### src/rtl/sup_pkg.sv
package sup_pkg;
  // Raw or synchronized view of the three asynchronous causes
  typedef struct packed {
    logic uv;    // 1 = supply below threshold
    logic mr_n;  // 0 = manual reset requested
    logic kick;  // watchdog kick level
  } sup_in_t;

  // Safe values held in the synchronizers during system reset
  localparam sup_in_t SYNC_RST_VAL = '{uv: 1'b1, mr_n: 1'b1, kick: 1'b0};
endpackage

### src/rtl/sup_sync.sv
module sup_sync #(
  parameter int W = 1,
  parameter logic [W-1:0] RST_VAL = '0
) (
  input  logic         clk,
  input  logic         rst,
  input  logic [W-1:0] d,
  output logic [W-1:0] q
);
  logic [W-1:0] s1, s2;

  always_ff @(posedge clk) begin
    if (rst) begin
      s1 <= RST_VAL;
      s2 <= RST_VAL;
    end else begin
      s1 <= d;
      s2 <= s1;
    end
  end

  assign q = s2;
endmodule

### src/rtl/sup_tick.sv
module sup_tick #(
  parameter int DIV = 4
) (
  input  logic clk,
  input  logic rst,
  input  logic clr,
  output logic tick
);
  localparam int CW = (DIV < 2) ? 1 : $clog2(DIV);
  localparam logic [CW-1:0] LAST = CW'(DIV - 1);

  logic [CW-1:0] cnt;

  assign tick = !clr && (cnt == LAST);

  always_ff @(posedge clk) begin
    if (rst || clr || tick) cnt <= '0;
    else                    cnt <= cnt + 1'b1;
  end
endmodule

### src/rtl/sup_hold.sv
module sup_hold #(
  parameter int HOLD_TICKS = 200
) (
  input  logic clk,
  input  logic rst,
  input  logic trig,
  input  logic tick,
  output logic asserted,
  output logic [$clog2(HOLD_TICKS+1)-1:0] cnt
);
  localparam int HCW = $clog2(HOLD_TICKS + 1);
  localparam logic [HCW-1:0] LAST = HCW'(HOLD_TICKS - 1);

  always_ff @(posedge clk) begin
    if (rst) begin
      asserted <= 1'b1;
      cnt      <= '0;
    end else if (trig) begin
      asserted <= 1'b1;
      cnt      <= '0;
    end else if (asserted && tick) begin
      if (cnt == LAST) begin
        asserted <= 1'b0;
        cnt      <= '0;
      end else begin
        cnt <= cnt + 1'b1;
      end
    end
  end
endmodule

### src/rtl/sup_wdog.sv
module sup_wdog #(
  parameter int WDOG_TICKS = 1600
) (
  input  logic clk,
  input  logic rst,
  input  logic hold,
  input  logic kick_edge,
  input  logic tick,
  output logic expire,
  output logic [$clog2(WDOG_TICKS+1)-1:0] cnt
);
  localparam int WCW = $clog2(WDOG_TICKS + 1);
  localparam logic [WCW-1:0] LAST = WCW'(WDOG_TICKS - 1);

  assign expire = tick && !hold && !kick_edge && (cnt == LAST);

  always_ff @(posedge clk) begin
    if (rst || hold || kick_edge || expire) cnt <= '0;
    else if (tick)                          cnt <= cnt + 1'b1;
  end
endmodule

### src/rtl/rst_supervisor.sv
module rst_supervisor
  import sup_pkg::*;
#(
  parameter int TICK_DIV   = 1000,
  parameter int HOLD_TICKS = 200,
  parameter int WDOG_TICKS = 1600
) (
  input  logic clk,
  input  logic rst,
  input  logic uv_i,
  input  logic mr_n_i,
  input  logic kick_i,
  output logic rst_n_o,
  output logic rst_o
);
  localparam int HCW = $clog2(HOLD_TICKS + 1);
  localparam int WCW = $clog2(WDOG_TICKS + 1);
  localparam int NPRE = 2;  // 0: hold timer, 1: watchdog

  sup_in_t raw, synced;
  logic    uv_sync, mr_sync, kick_prev, kick_edge;
  logic    trig, asserted, wd_expire;
  logic [NPRE-1:0] pre_clr, pre_tick;
  logic [HCW-1:0]  hold_cnt;
  logic [WCW-1:0]  wd_cnt;

  assign raw = '{uv: uv_i, mr_n: mr_n_i, kick: kick_i};

  sup_sync #(.W($bits(sup_in_t)), .RST_VAL(SYNC_RST_VAL)) u_sync (
    .clk(clk), .rst(rst), .d(raw), .q(synced)
  );

  assign uv_sync = synced.uv;
  assign mr_sync = synced.mr_n;

  always_ff @(posedge clk) begin
    if (rst) kick_prev <= SYNC_RST_VAL.kick;
    else     kick_prev <= synced.kick;
  end
  assign kick_edge = synced.kick ^ kick_prev;

  assign trig = uv_sync || !mr_sync || wd_expire;

  // Each timer owns a prescaler that restarts with it, so its phase is exact
  assign pre_clr[0] = trig;
  assign pre_clr[1] = asserted || kick_edge;

  for (genvar g = 0; g < NPRE; g++) begin : g_pre
    sup_tick #(.DIV(TICK_DIV)) u_tick (
      .clk(clk), .rst(rst), .clr(pre_clr[g]), .tick(pre_tick[g])
    );
  end

  sup_hold #(.HOLD_TICKS(HOLD_TICKS)) u_hold (
    .clk(clk), .rst(rst), .trig(trig), .tick(pre_tick[0]),
    .asserted(asserted), .cnt(hold_cnt)
  );

  sup_wdog #(.WDOG_TICKS(WDOG_TICKS)) u_wdog (
    .clk(clk), .rst(rst), .hold(asserted), .kick_edge(kick_edge),
    .tick(pre_tick[1]), .expire(wd_expire), .cnt(wd_cnt)
  );

  assign rst_n_o = !asserted;
  assign rst_o   = asserted;
endmodule

### config.mk
export PLATFORM = sky130hd
export DESIGN_NAME = rst_supervisor
export DESIGN_NICKNAME = d
export VERILOG_FILES = /design/src/rtl/sup_pkg.sv /design/src/rtl/sup_sync.sv /design/src/rtl/sup_tick.sv /design/src/rtl/sup_hold.sv /design/src/rtl/sup_wdog.sv /design/src/rtl/rst_supervisor.sv
export SDC_FILE = /design/constraint.sdc
export NUM_CORES = 1
export LEC_CHECK = 0
export ABC_AREA = 1
export BUFFER_PORTS_ARGS = -buffer_cell sky130_fd_sc_hd__buf_2
export CAP_MARGIN = 5
export CELL_PAD_IN_SITES_DETAIL_PLACEMENT = 1
export CELL_PAD_IN_SITES_GLOBAL_PLACEMENT = 1
export CORE_ASPECT_RATIO = 0.75
export CORE_MARGIN = 10
export CORE_UTILIZATION = 45
export CTS_CLUSTER_SIZE = 20
export DETAILED_ROUTE_END_ITERATION = 12
export HOLD_SLACK_MARGIN = 0.1
export MAX_ROUTING_LAYER = met4
export PLACE_DENSITY_LB_ADDON = 0.1
export SETUP_SLACK_MARGIN = 0.4
export SLEW_MARGIN = 20
export SYNTH_ARGS = -nofsm -noshare
export SYNTH_HDL_FRONTEND = slang
export SYNTH_SLANG_ARGS = --single-unit
### constraint.sdc
create_clock -name clk -period 1.7 [get_ports clk]
set_input_delay 0.17 -clock clk [delete_from_list [all_inputs] [get_ports clk]]
set_output_delay 0.17 -clock clk [all_outputs]
set_load 0.03 [all_outputs]
==> flow_metrics.py, run 1 <==
metrics = {
    "clock_network": {
        "cts_root_buf": "clkbuf_8",
        "clkLatencyLatePin_ns": 0.31,
        "clockBufferDepth": 2,
        "numCtsBuffers": 5,
        "h-tree-depth": 2,
        "cts_tree": "built",
        "cts.sinks": 47,
        "path_clk_slew_ns": 0.10,
    },
    "place": {
        "portBuffers": 6,
        "routabilityCongestion": 0.848,
        "hpwl_mm": 3.88,
    },
    "power": {
        "power_density_nw_per_um2": 590,
        "leakage_uw": 0.00117,
        "power_uw": 1880,
        "peakVddDrop_mv": 0.439,
    },
    "synthesis": {
        "synth.most_common_cell": "nand2_1",
        "ys_top_cells_by_area": "dfxtp_1, nand2_1, inv_1",
        "synth_nets": 325,
        "async_flop_share_pct": 0,
        "yosysUniqueCellTypes": 29,
        "seq_area_frac_synth_pct": 40.7,
        "avgSynthCellArea_sq_um": 7.32,
        "synth_top_area_cell": "dfxtp_1",
        "ys.flop_type": "dfxtp_1",
        "synth.top_cell.area_share_pct": 40.7,
        "synth_cells": 316,
        "syn-cell-area_sq_um": 2310,
        "synth_common_cells": "nand2_1, dfxtp_1, inv_1",
        "synth_edf_count": 0,
        "yosys_warnings": 0,
        "synth-seq-cells": 47,
    },
    "drt": {
        "ant_nets": 0,
        "first_iter_violations": 91,
        "routed_wl_mm": 8.76,
        "drtPass1Iterations": 4,
        "vias": 2476,
        "vias_per_cell": 5.73,
        "wl_per_cell_um": 20.3,
        "drcViolationCount": 0,
    },
    "die": {
        "rows": 22,
        "die_area_sq_um": 8440,
        "die_h_um": 82.1,
        "start_util_pct": 47.0,
        "die_w_um": 103,
        "core_sq_um": 4930,
        "ios": 7,
    },
    "sta": {
        "drv_slew": 0,
        "relSlewSlack_pct": 72.8,
        "fin_tns_setup_ns": 0,
        "setup_viol": 0,
        "hold_viol": 0,
        "rsz0062_at_grt": "true",
        "fmax_mhz": 599,
        "tightest_slew_ns": 0.407,
        "finalCritPeriodShare_pct": 98.2,
        "finalCriticalPeriod_ns": 1.67,
        "skew_ns": 0.00921,
    },
    "critical_path": {
        "cp_max_fo": 5,
        "critPathLaunchType": "flop",
        "critPathKind": "reg -> reg",
        "cp_data_required_time_ns": 1.89,
        "cp_data_arrival_time_ns": 1.86,
        "crit_path_end_kind": "flop",
    },
    "cells_and_area": {
        "fin_util_pct": 64.6,
        "nets": 380,
        "nFillCells": 597,
        "area_growth_pct": 37.5,
        "drive_gt1_share_pct": 37.9,
        "diodes": 0,
    },
    "grt": {
        "grt_usage_pct": 16.9,
        "grt_max_degree": 16,
        "antenna_found_initial": 0,
        "grt_pass1_wl_mm": 11.1,
        "grt_pass1_vias": 2309,
        "overflow": 0,
    },
    "worst_hold_path": {
        "min_path_type": "in -> reg",
    },
    "status": {
        "status": "finished, final reports clean",
    },
    "job": {
        "maxCapViolations": 0,
    },
}
## registers in the layout (all words and copies together), names as in the netlist
name	count
g_pre.u_tick.cnt	20
u_wdog.cnt	11
u_hold.cnt	8
u_sync.q	3
u_sync.s1	3
kick_prev	1
u_hold.asserted	1
## final cells by class
class                   count  area, sq um  share of cell area (%)
clock buffers               6         72.6                    2.28
multi-input cells         221         1450                    45.5
flip-flops and latches     47          976                    30.7
clock inverters             2         16.3                   0.511
inverters                  47          199                    6.25
well taps                  60         75.1                    2.36
repair buffers             49          395                    12.4
## cells in the final DEF (no fill, tap or decap), types with 5 or more instances in the layout
master,count
a21oi_1,21
a21oi_2,5
xor2_1,11
buf_4,33
nand2_1,55
nor3_1,6
or2_2,5
nor3_2,7
nand3_4,5
nor2_4,7
buf_6,6
nand4_1,15
nand3_2,5
inv_2,6
nand2_2,8
clkbuf_8,5
inv_1,37
nor3_4,5
buf_2,6
nand3_1,15
dfxtp_1,27
nor2_1,30
dfxtp_2,16
## stage by stage
step                      setup slack, ns  hold slack (ns)  std cells  area, sq um
after floorplan                     0.293            0.274        316         2390
after global placement              0.111            0.352        390         2550
after detailed placement           0.0733            0.357        390         2550
after CTS                           0.216            0.167        413         2860
after global routing              -0.0528            0.198        432         3180
final                              0.0308            0.200        432         3180
## path summary, 6_finish.rpt
kind	from	to	slack [ns]	cells after the start
hold / removal	rst	u_sync.s1[0]	0.20	2
setup / recovery	g_pre[1].u_tick.cnt[1]	u_wdog.cnt[8]	0.03	10
setup reg to reg	g_pre[1].u_tick.cnt[1]	u_wdog.cnt[8]	0.03	10
hold reg to reg	u_sync.s1[2]	u_sync.q[2]	0.44	1
## power by group
group / leakage [uW] / switching (uW) / total, uW / internal, uW
combinational: 0.000736 / 29.6 / 50.5 / 20.9
clock: 0.0000418 / 425 / 722 / 297
sequential: 0.000390 / 4.59 / 1110 / 1100
## critical path, stage by stage, from the launching register on
cell and delay [ns]:
dfxtp_2 0.39, ha_4 0.18, buf_4 0.12, inv_2 0.04
nor3_2 0.11, nand4_1 0.15, nor3_2 0.16, buf_4 0.18
inv_4 0.06, nand2_1 0.08, a21oi_1 0.08
## cells by family after synthesis
family | count (synthesis) | synth area share (%)
adder cells (fa/ha/maj) | 4 | 2.16
buffers and inverters | 49 | 8.38
XOR/XNOR | 14 | 5.30
AND/OR/NAND/NOR | 172 | 36.6
flip-flops | 47 | 40.7
AO/OA/AOI/OAI | 30 | 6.87
## per-layer routing
metal  part of all wire (%)  GRT usage [%]  wire length, um
met5                      0              -                0
met4                    3.2           5.12              280
met3                    4.7           2.99              410
met2                     50           28.4             4400
met1                     42           20.4             3670
## repair_timing
item / CTS / global route
resized for setup: 36 / 45
pin swaps: 16 / 18
gates cloned: 1 / 0
hold buffers: 3 / 0
buffers inserted: 11 / 19
hold endpoints to repair: 3 / 0
endpoints found under the setup margin: 40 / 40
No activity file was read; power rests on OpenSTA's default activity.
==> run 2, diff against run 1 <==
PLACE_DENSITY = 0.77   (was default)
PLACE_DENSITY_LB_ADDON = default   (was 0.1)
==> run 2 against run 1 <==
Global-route usage fell by 0.29 points. Via count fell by 1.9%. Clock skew barely moved. Critical path depth did not move. Wire length fell by 4.4%. Flip-flop and latch count did not move. Combinational power barely moved. Register-to-register slack improved by 0.04 ns. Total power rose by 8.2%. Sequential share of layout area fell by 0.68 points. Cell area rose by 2.3%. Hold slack got worse by 0.0063 ns. Critical endpoint is now u_hold.cnt[3].
==> flow_metrics.py, run 2 (same netlist as run 1, synthesis figures left out) <==
metrics = {
    "critical_path": {
        "critPathKind": "reg -> reg",
        "cp_cell_sequence": "ha_4 > nand3_4 > inv_2 > nand2_1 > nor2_2 > nand3_2 > nand4_1 > buf_6 > nand2_2 > a21oi_1",
        "crit_path_max_incr_delay_ns": 0.38,
        "cp_data_arrival_time_ns": 1.88,
        "crit_path_end_kind": "flop",
        "critPathLaunchType": "flop",
        "cp_slowest_cell": "dfxtp_4",
        "cp_max_fo": 6,
        "cp_data_required_time_ns": 1.95,
    },
    "cells_and_area": {
        "area_growth_pct": 40.7,
        "nFillCells": 572,
        "regMostFlops": "g_pre.u_tick.cnt",
        "stdcell_area_sq_um": 3250,
        "layout_common_cells": "nand2_1, inv_1, buf_4",
        "diodes": 0,
        "fin_util_pct": 66.0,
        "largestRegisters": "g_pre.u_tick.cnt: 20 flops, u_wdog.cnt: 11 flops, u_hold.cnt: 8 flops",
        "nets": 381,
        "layout_commonest_cell": "nand2_1",
        "drive_gt1_share_pct": 41.6,
        "largest_register_ffs": 20,
    },
    "worst_hold_path": {
        "min_path_type": "in -> reg",
    },
    "status": {
        "status": "finished, final reports clean",
    },
    "power": {
        "power_density_nw_per_um2": 624,
        "power_uw": 2030,
        "clkPwrFrac_pct": 43.1,
        "p_sw_uw": 470,
        "comb_power_share_pct": 2.5,
        "leakage_uw": 0.00122,
        "p_int_uw": 1560,
        "pwr-share-seq_pct": 54.4,
        "switching_share_pct": 23.1,
        "peakVddDrop_mv": 0.571,
    },
    "grt": {
        "grt_pass1_wl_mm": 10.8,
        "grt_pass1_vias": 2252,
        "grt_usage_pct": 16.6,
        "overflow": 0,
        "grt_max_degree": 16,
        "antenna_found_initial": 0,
    },
    "drt": {
        "ant_nets": 0,
        "vias": 2428,
        "drtPass1Iterations": 4,
        "drcViolationCount": 0,
        "wl_per_cell_um": 19.3,
        "first_iter_violations": 93,
        "vias_per_cell": 5.61,
        "routed_wl_mm": 8.38,
    },
    "sta": {
        "fmax_mhz": 615,
        "hold_viol": 0,
        "drv_slew": 0,
        "rsz0062_at_grt": "true",
        "finalCriticalPeriod_ns": 1.63,
        "finalCritPeriodShare_pct": 95.7,
        "skew_ns": 0.00877,
        "relSlewSlack_pct": 77.6,
        "holdWs_ns": 0.194,
        "finalWorstSetupSlack_ns": 0.0732,
        "tightest_slew_ns": 0.334,
        "setup_viol": 0,
    },
    "die": {
        "rows": 22,
        "start_util_pct": 47.0,
        "die_area_sq_um": 8440,
        "core_sq_um": 4930,
        "ios": 7,
        "die_w_um": 103,
        "die_h_um": 82.1,
    },
    "job": {
        "maxCapViolations": 0,
    },
    "clock_network": {
        "path_clk_slew_ns": 0.10,
        "cts.sinks": 47,
        "clockBufferDepth": 2,
        "cts_tree": "built",
        "numCtsBuffers": 5,
        "clkLatencyLatePin_ns": 0.32,
        "h-tree-depth": 2,
        "cts_root_buf": "clkbuf_8",
    },
    "place": {
        "place_area_sq_um": 2550,
        "dpl_worst_slack_ns": 0.0658,
        "portBuffers": 6,
        "hpwl_mm": 4.01,
        "routabilityCongestion": 0.805,
    },
}
==> run 2: cell types whose count changed in the layout (fill, tap and decap cells not counted), moves of 2 or more <==
cell / delta
nand2_1: -7
nand2_2: +6
a21oi_1: -4
a21oi_2: +4
buf_4: +2
inv_6: -2
==> run 2: power by group through the flow <==
stage | combinational (uW) | clock, uW | sequential (uW)
2_1_floorplan | 20.6 | 0 | 1130
3_3_place_gp | 28.8 | 0 | 1130
3_5_place_dp | 30.2 | 0 | 1130
4_1_cts | 42.4 | 875 | 1110
5_1_grt | 54.6 | 923 | 1110
6_report | 50.5 | 876 | 1110
==> run 2: final cells by class <==
| class | count | area, sq um | share of cell area, % |
|---|---|---|---|
| flip-flops and latches | 47 | 976 | 30.0 |
| clock inverters | 3 | 43.8 | 1.35 |
| inverters | 47 | 194 | 5.96 |
| clock buffers | 5 | 68.8 | 2.11 |
| multi-input cells | 221 | 1510 | 46.3 |
| well taps | 60 | 75.1 | 2.31 |
| repair buffers | 50 | 390 | 12.0 |
==> run 2: worst max-delay path, delay by kind of cell (launching register included) <==
family,cells,cell delay (ns)
DFF,1,0.38
adders and majority gates,1,0.17
and+or+nand+nor,6,0.64
buffers and inverters,2,0.24
AOI/OAI and AO/OA,1,0.14
==> run 2: stage by stage <==
stage	TNS (ns)	std cells
global placement	0	390
floorplan	0	316
detailed placement	0	390
finish	0	433
global route	-0.0867	433
CTS	0	418
==> run 2: worst paths after layout <==
check / slack [ns] / endpoint / cells past startpoint / startpoint
worst max-delay path: 0.07 / u_hold.cnt[3] / 10 / g_pre[1].u_tick.cnt[1]
worst min-delay path: 0.19 / u_sync.q[0] / 2 / rst
worst max register to register: 0.07 / u_hold.cnt[3] / 10 / g_pre[1].u_tick.cnt[1]
worst min register to register: 0.43 / u_sync.q[1] / 1 / u_sync.s1[1]
==> run 2: routing by layer <==
| metal | vias to the layer above | track usage [%] | wire (um) |
|---|---|---|---|
| met5 | - | - | 0 |
| met4 | 0 | 4.99 | 142 |
| met3 | 19 | 2.99 | 316 |
| met2 | 66 | 26.8 | 4200 |
| met1 | 1206 | 20.9 | 3720 |
| li1 | 1137 | - | - |
==> run 2: timing repair <==
action | CTS | global route
gates cloned | 1 | 0
resized for setup | 50 | 47
pin swaps | 27 | 15
hold buffers | 3 | 0
buffers inserted | 16 | 15
hold endpoints to repair | 3 | 0
endpoints found under the setup margin | 40 | 40
==> run 3, diff against run 2 <==
RECOVER_POWER = 100   (was default)
==> run 3 against run 2 <==
Non-clock buffer count is the same. Total power is essentially flat. Clock power is essentially flat. Critical endpoint is now u_wdog.cnt[10]. Largest cell class unchanged. Largest power group unchanged.
==> flow_metrics.py, run 3 (same netlist as run 1, synthesis figures left out) <==
metrics = {
    "place": {
        "place_area_sq_um": 2550,
        "placed_cells": 390,
        "hpwl_mm": 4.01,
        "routabilityCongestion": 0.805,
        "dpl_worst_slack_ns": 0.0658,
        "portBuffers": 6,
    },
    "clock_network": {
        "clockBufferDepth": 2,
        "clkLatencyLatePin_ns": 0.32,
        "path_clk_slew_ns": 0.10,
        "cts_root_buf": "clkbuf_8",
        "cts_tree": "built",
        "numCtsBuffers": 5,
        "cts.sinks": 47,
        "h-tree-depth": 2,
    },
    "cells_and_area": {
        "seqCellArea_sq_um": 975,
        "largest_register_ffs": 20,
        "layout_common_cells": "nand2_1, inv_1, buf_4",
        "stdcell_area_sq_um": 3230,
        "multi_input_area_sq_um": 1490,
        "layout.cells.non_filler": 433,
        "drive_gt1_share_pct": 39.7,
        "regMostFlops": "g_pre.u_tick.cnt",
        "nFillCells": 579,
        "diodes": 0,
        "area_growth_pct": 39.6,
        "nets": 381,
        "layout_commonest_cell": "nand2_1",
        "largestRegisters": "g_pre.u_tick.cnt: 20 flops, u_wdog.cnt: 11 flops, u_hold.cnt: 8 flops",
    },
    "worst_hold_path": {
        "worstHoldPathCells": 2,
        "min_path_type": "in -> reg",
    },
    "sta": {
        "rsz0062_at_grt": "true",
        "relSlewSlack_pct": 74.1,
        "holdWs_ns": 0.197,
        "tightest_slew_ns": 0.390,
        "hold_viol": 0,
        "finalWorstSetupSlack_ns": 0.0301,
        "finalCritPeriodShare_pct": 98.2,
        "fmax_mhz": 599,
        "skew_ns": 0.00996,
        "setup_viol": 0,
        "drv_slew": 0,
        "finalCriticalPeriod_ns": 1.67,
        "fin_tns_setup_ns": 0,
    },
    "drt": {
        "routed_wl_mm": 8.44,
        "wl_per_cell_um": 19.5,
        "wl_met2_mm": 4.24,
        "drtPass1Iterations": 4,
        "dr_wl_met3_um": 257,
        "wl_met1_mm": 3.80,
        "vias_per_cell": 5.57,
        "first_iter_violations": 89,
        "ant_nets": 0,
        "vias": 2410,
        "drcViolationCount": 0,
        "dr.max_layer_used": "met4",
    },
    "critical_path": {
        "crit_path_end_kind": "flop",
        "cp_data_required_time_ns": 1.95,
        "cp_data_arrival_time_ns": 1.92,
        "critPathKind": "reg -> reg",
        "cp_max_fo": 5,
        "critPathLaunchType": "flop",
        "r2r_cells": 9,
    },
    "die": {
        "ios": 7,
        "die_h_um": 82.1,
        "core_sq_um": 4930,
        "rows": 22,
        "start_util_pct": 47.0,
        "die_w_um": 103,
        "die_area_sq_um": 8440,
    },
    "power": {
        "peakVddDrop_mv": 0.570,
        "leakage_uw": 0.00121,
        "power_density_nw_per_um2": 629,
    },
    "grt": {
        "grt_pass1_wl_mm": 10.8,
        "overflow": 0,
        "antenna_found_initial": 0,
        "grt_max_degree": 16,
        "grt_usage_pct": 16.6,
        "grt_pass1_vias": 2252,
    },
    "status": {
        "status": "finished, final reports clean",
    },
    "job": {
        "maxCapViolations": 0,
    },
}
-- run 3: through the flow --
stage | power (uW) | util (%)
global route | 2080 | 65.6
finish | 2030 | 65.6
global placement | 1160 | 51.8
detailed placement | 1160 | 51.8
CTS | 2020 | 60.3
floorplan | 1150 | -
-- run 3: layout make-up --
cell class	count	area share, %
inverters	47	6.00
clock inverters	3	1.36
repair buffers	50	11.8
flip-flops and latches	47	30.2
clock buffers	5	2.13
multi-input cells	221	46.2
well taps	60	2.32
-- run 3: per-layer routing --
metal / vias up / GRT usage, %
li1: 1141 / -
met1: 1199 / 20.9
met2: 51 / 26.8
met3: 19 / 2.99
met4: 0 / 4.99
met5: - / -
-- run 3: power breakdown --
group          internal (uW)  total (uW)  switching (uW)
logic                   21.1        50.6            29.5
registers               1100        1110            4.16
clock network            439         875             436
total                   1560        2030             470
-- run 3: final timing paths --
| path | startpoint | to | slack, ns |
|---|---|---|---|
| setup / recovery | g_pre[1].u_tick.cnt[1] | u_wdog.cnt[10] | 0.03 |
| setup reg to reg | g_pre[1].u_tick.cnt[1] | u_wdog.cnt[10] | 0.03 |
| hold / removal | rst | u_sync.q[0] | 0.20 |
| hold reg to reg | u_sync.s1[1] | u_sync.q[1] | 0.43 |
-- run 3: what timing repair did --
| action | 4_1_cts | 5_1_grt |
|---|---|---|
| buffers inserted | 16 | 15 |
| gates resized for setup | 50 | 47 |
| pin swaps | 27 | 15 |
| hold endpoints to repair | 3 | 0 |
| endpoints found under the setup margin | 40 | 40 |
| hold buffers | 3 | 0 |
| gates cloned | 1 | 0 |
-- run 3: critical path: stages, from the launching register on --
cell and delay, ns:
dfxtp_4 0.38, ha_4 0.17, buf_4 0.11, inv_2 0.03, nor3_2 0.11, nand4_1 0.13, nor3_2 0.12, clkbuf_2 0.22
nand2_1 0.14, a21oi_2 0.19
